File: config.mk
export PLATFORM = sky130hd
export DESIGN_NAME = burst_len_rule
export DESIGN_NICKNAME = d
export VERILOG_FILES = /design/src/rtl/burst_chk_pkg.sv /design/src/rtl/burst_len_rule.sv
export SDC_FILE = /design/constraint.sdc
export NUM_CORES = 1
export LEC_CHECK = 0
export ABC_AREA = 1
export BUFFER_PORTS_ARGS = -buffer_cell sky130_fd_sc_hd__buf_2
export CORE_AREA = 2 2 39 41
export DETAILED_ROUTE_END_ITERATION = 7
export DIE_AREA = 0 0 41 43
export PLACE_DENSITY = 0.46
export SLEW_MARGIN = 20
export SYNTH_ARGS = -nofsm -noshare
export SYNTH_HDL_FRONTEND = slang
export SYNTH_SLANG_ARGS = --single-unit
File: constraint.sdc
create_clock -name vclk -period 0.95
set_input_delay 0.0475 -clock vclk [all_inputs]
set_output_delay 0.0475 -clock vclk [all_outputs]
set_load 0.05 [all_outputs]
File: src/rtl/burst_chk_pkg.sv
package burst_chk_pkg;

    localparam int PAGE_BITS = 12;

    typedef enum logic [1:0] {
        KIND_FIXED = 2'd0,
        KIND_INCR  = 2'd1,
        KIND_WRAP  = 2'd2,
        KIND_RSVD  = 2'd3
    } burst_kind_e;

    typedef enum logic [1:0] {
        WHY_NONE   = 2'd0,
        WHY_LENGTH = 2'd1,
        WHY_SIZE   = 2'd2,
        WHY_PAGE   = 2'd3
    } reject_why_e;

    typedef struct packed {
        logic        vld;
        logic        ok;
        reject_why_e why;
    } verdict_t;

endpackage

File: src/rtl/burst_len_rule.sv
module burst_len_rule
    import burst_chk_pkg::*;
#(
    parameter int LEN_W     = 12,
    parameter int INCR_MAX  = 256,
    parameter int FIXED_MAX = 16,
    parameter int WRAP_MAX  = 16
) (
    input  logic [1:0]              kind,
    input  logic signed [LEN_W-1:0] beats,
    output logic                    len_ok
);
    localparam logic signed [LEN_W-1:0] ZERO     = '0;
    localparam logic signed [LEN_W-1:0] ONE      = LEN_W'(1);
    localparam logic signed [LEN_W-1:0] TWO      = LEN_W'(2);
    localparam logic signed [LEN_W-1:0] INCR_LIM = LEN_W'(INCR_MAX);
    localparam logic signed [LEN_W-1:0] FIX_LIM  = LEN_W'(FIXED_MAX);
    localparam logic signed [LEN_W-1:0] WRAP_LIM = LEN_W'(WRAP_MAX);

    logic positive;
    logic pow2;

    always_comb begin
        positive = (beats > ZERO);
        pow2     = ((beats & (beats - ONE)) == ZERO);
        unique case (kind)
            KIND_FIXED: len_ok = positive && (beats <= FIX_LIM);
            KIND_INCR:  len_ok = positive && (beats <= INCR_LIM);
            KIND_WRAP:  len_ok = (beats >= TWO) && (beats <= WRAP_LIM) && pow2;
            default:    len_ok = 1'b0;
        endcase
    end
endmodule

======== Word level (Yosys, flattened, before mapping) ========
Cells that the tools add are included.
storage, ports and cells
  latch bits .............................. 0
  memory bits (writable) .................. 0
  bits in registers ....................... 0
  word-level logic and storage cells ...... 15
  memories kept ........................... 0
  ROM bits ................................ 0
cells by class
  shift-type cells ........................ 0
  $mul .................................... 0
  order comparisons ....................... 4
  bitwise logic cells ..................... 1
  multiplexer cells ....................... 1
  eq/ne operators ......................... 2
  add/sub/neg operators ................... 1
  div/mod/pow operators ................... 0
  reductions and logical operators ........ 6
operators with widths
  kind                                                                                count
  12-bit AND                                                                          1
  12-bit by 3-bit >= comparator with 1-bit output, second input constant              1
  12-bit by 1-bit > comparator with 1-bit output, second input constant               1
  12-bit by 10-bit less-or-equal comparator with 1-bit output, second input constant  1
  12-bit by 6-bit less-or-equal comparator with 1-bit output, second input constant   1
  12-bit zero test                                                                    1
  12-bit by 2-bit subtractor with 12-bit output, second input constant                1
  1-bit logical AND                                                                   4
  1-bit one-hot mux with 3 select lines                                               1
  2-bit by 1-bit equality test with 1-bit output, second input constant               1
  2-bit equality test, second input constant                                          1
  2-bit zero test                                                                     1

======== Depth between registers and ports, before layout ========
  depth in word-level cells ............... 5
  gate-level depth with buffers ........... 10

======== Worst setup path after synthesis ========
Ideal clock, no wire load.
  path kind ............................... input to output
  start point ............................. input port beats[0]
  end point ............................... output port len_ok
  cell stages on the path ................. 8
  data arrival time ....................... 1.010 ns
  path slack .............................. -0.107 ns
  required time ........................... 0.902 ns
  path buffers ............................ 0
  cells stage by stage .................... nor2_2 > nand2_2 > nand3b_1 > nand2_1 > nand2_1 > nor2_1 > nand2_1 > nand2_1
on the way
  cells in the longest elaborated chain, start to end .. 5
RTL lines
  element                                        line                  text
  start: declaration                             burst_len_rule.sv:10  input logic signed [LEN_W-1:0] beats,
  12-bit by 2-bit subtractor with 12-bit output  burst_len_rule.sv:25  pow2 = ((beats & (beats - ONE)) == ZERO);
  12-bit AND                                     burst_len_rule.sv:25
  12-bit zero test                               burst_len_rule.sv:25
  1-bit logical AND                              burst_len_rule.sv:29  KIND_WRAP: len_ok = (beats >= TWO) && (beats <= WRAP_LIM) && pow2;
  1-bit one-hot mux with 3 select lines *        burst_len_rule.sv:26  unique case (kind)
  end: declaration                               burst_len_rule.sv:11  output logic len_ok
Every way passes the cells marked *; elsewhere a longest branch is shown, timed or not.

======== Final worst setup path ========
  start point ............................. input port beats[1]
  end point ............................... output port len_ok
Same word-level chain as after synthesis.

==> flow_metrics.tcl <==
set metrics [dict create \
    period_needed_ns 1.12 \
    finalMaxSlewViolations 0 \
    nFlopsAndLatches 0 \
    yosys_warnings 0 \
    hold_class "in -> out" \
    crit_required_ns 0.90 \
    place_ws_ns -0.285 \
    fp.dieW_um 41 \
    cp.arrival_ns 1.07 \
    insertedDiodeCount 0 \
    worstSetupPathType "in -> out" \
    violations "negative setup slack" \
    vias 420 \
    end_kind "output pin" \
    drt-pass1-iter-count 2 \
    yosysSeqAreaShare 0 \
    start_util 0.216 \
    place_congestion 0.706 \
    dp_hpwl_um 671 \
    hold_viol 0 \
    die_h_um 43 \
    grt_pass1_wl_mm 1.33 \
    overflow 0 \
    power.density_nw_per_um2 330 \
    place_area_sq_um 449 \
    antenna_found_initial 0 \
    syn_area_sq_um 299 \
    clkbuf_count 0 \
    rows 14 \
    run_status "finished with violations" \
    stdcell_area_sq_um 509 \
    rsz0062_at_grt "true" \
    area_growth_pct 70.3 \
    grt_pass1_vias 386 \
    min_to "len_ok" \
    hold_start "beats[11]" \
    min_delay_path_depth 5 \
    wl_per_cell_um 7.45 \
    cp-start-kind "primary input" \
    wirelength_um 760 \
    peakVddDrop_mv 0.148 \
    drc_errors 0 \
    nets 102 \
    register_area_sq_um 0 \
    core_area_sq_um 1380 \
    ios 15 \
    nFillCells 160 \
    die_area_sq_um 1760 \
    setup_violations 1 \
    initialDrtViolationCount 1 \
    crit_fanout 5 \
    maxCapViolCount 0 \
    post_cts_buffers 0 \
    synth_nets 78 \
    viasPerCell 4.12 \
    antenna_left 0 \
    netlist_instances 64 \
    synth_cell_types 14 \
    setup_slack_ns -0.168 \
    avgSynthCellArea_sq_um 4.67 \
    grt_max_degree 6 \
    worst_pin_slew_ns 0.167 \
    port_buffers 15 \
    grtUsageTotal 0.0989 \
    slew_headroom 0.888 \
    drive_above_1_share 0.407 \
    period_share 1.18 \
    power.leakage_nw 0.261 \
    max_freq_mhz 894 \
]
cells in the final DEF, fill, tap and decap left out, drive strengths merged:
master	synthesis	routed
buf	0	22
nand4	1	1
a21oi	1	1
nand3	2	2
o21ai	4	4
nor3	1	1
inv	9	9
nor2	20	20
nand3b	1	1
nand2	25	25
through the flow:
| step | hold slack (ns) | power, W | utilization | setup TNS [ns] | instances |
|---|---|---|---|---|---|
| after floorplan | 0.342 | 0.0000672 | - | 0 | 64 |
| after global placement | 0.557 | 0.000144 | 0.325 | -0.293 | 102 |
| after detailed placement | 0.565 | 0.000145 | 0.325 | -0.285 | 102 |
| after CTS | 0.550 | 0.000169 | 0.368 | -0.179 | 102 |
| after global routing | 0.583 | 0.000187 | 0.368 | -0.286 | 102 |
| final | 0.540 | 0.000168 | 0.368 | -0.168 | 102 |
per-layer routing:
| layer | GRT usage | routed length [um] |
|---|---|---|
| met1 | 0.117 | 336 |
| met2 | 0.194 | 394 |
| met3 | 0 | 30 |
| met4 | 0 | 0 |
| met5 | 0 | 0 |
what timing repair did:
action | 4_1_cts | 5_1_grt
endpoints found under the hold margin | 0 | 0
pin swaps | 12 | 0
hold buffers | 0 | 0
resized for setup | 19 | 0
endpoints found under the setup margin | 1 | 1
power breakdown:
group	internal [W]	switching [W]	leakage, nW
clock	0	0	0
combinational	0.0000835	0.0000845	0.261
sequential	0	0	0
total	0.0000835	0.0000845	0.261
cells in the mapped netlist:
| cell type | n | area share |
|---|---|---|
| nand2_2 | 1 | 0.021 |
| o21ai_0 | 3 | 0.050 |
| nand4_1 | 1 | 0.021 |
| nor2_4 | 3 | 0.11 |
| nand2_1 | 23 | 0.29 |
| nor3_1 | 1 | 0.017 |
| nor2_2 | 4 | 0.084 |
| nand3b_1 | 1 | 0.025 |
| o21ai_1 | 1 | 0.017 |
| nand2_4 | 1 | 0.038 |
| inv_1 | 9 | 0.11 |
| nand3_1 | 2 | 0.033 |
| nor2_1 | 13 | 0.16 |
| a21oi_1 | 1 | 0.017 |
kinds of logic after synthesis:
group | after synthesis | synth area share
and+or+nand+nor | 50 | 0.803
buffers and inverters | 9 | 0.113
AOI/OAI and AO/OA | 5 | 0.0836
worst max-delay path by stage:
stage               startpoint  slack, ns      to
finish                beats[1]      -0.17  len_ok
global route          beats[1]      -0.29  len_ok
floorplan             beats[0]      0.009  len_ok
global placement      beats[0]      -0.29  len_ok
detailed placement    beats[0]      -0.28  len_ok
CTS                   beats[1]      -0.18  len_ok
critical path: stages:
cell and delay (ns):
buf_8 0.10, nor2_4 0.12, nand2_2 0.09, nor2_4 0.16, nand2_1 0.07, nand2_1 0.06, nand2_1 0.05, nor2_1 0.09
nand2_1 0.07, nand2_2 0.08, buf_8 0.14
cell type report:
cell class	count	area, sq um	area share
timing repair buffer	22	170	0.334
tap	16	20.0	0.0393
inverter	9	33.8	0.0663
multi-input combinational	55	285	0.560
(Power assumes the default switching activity.)
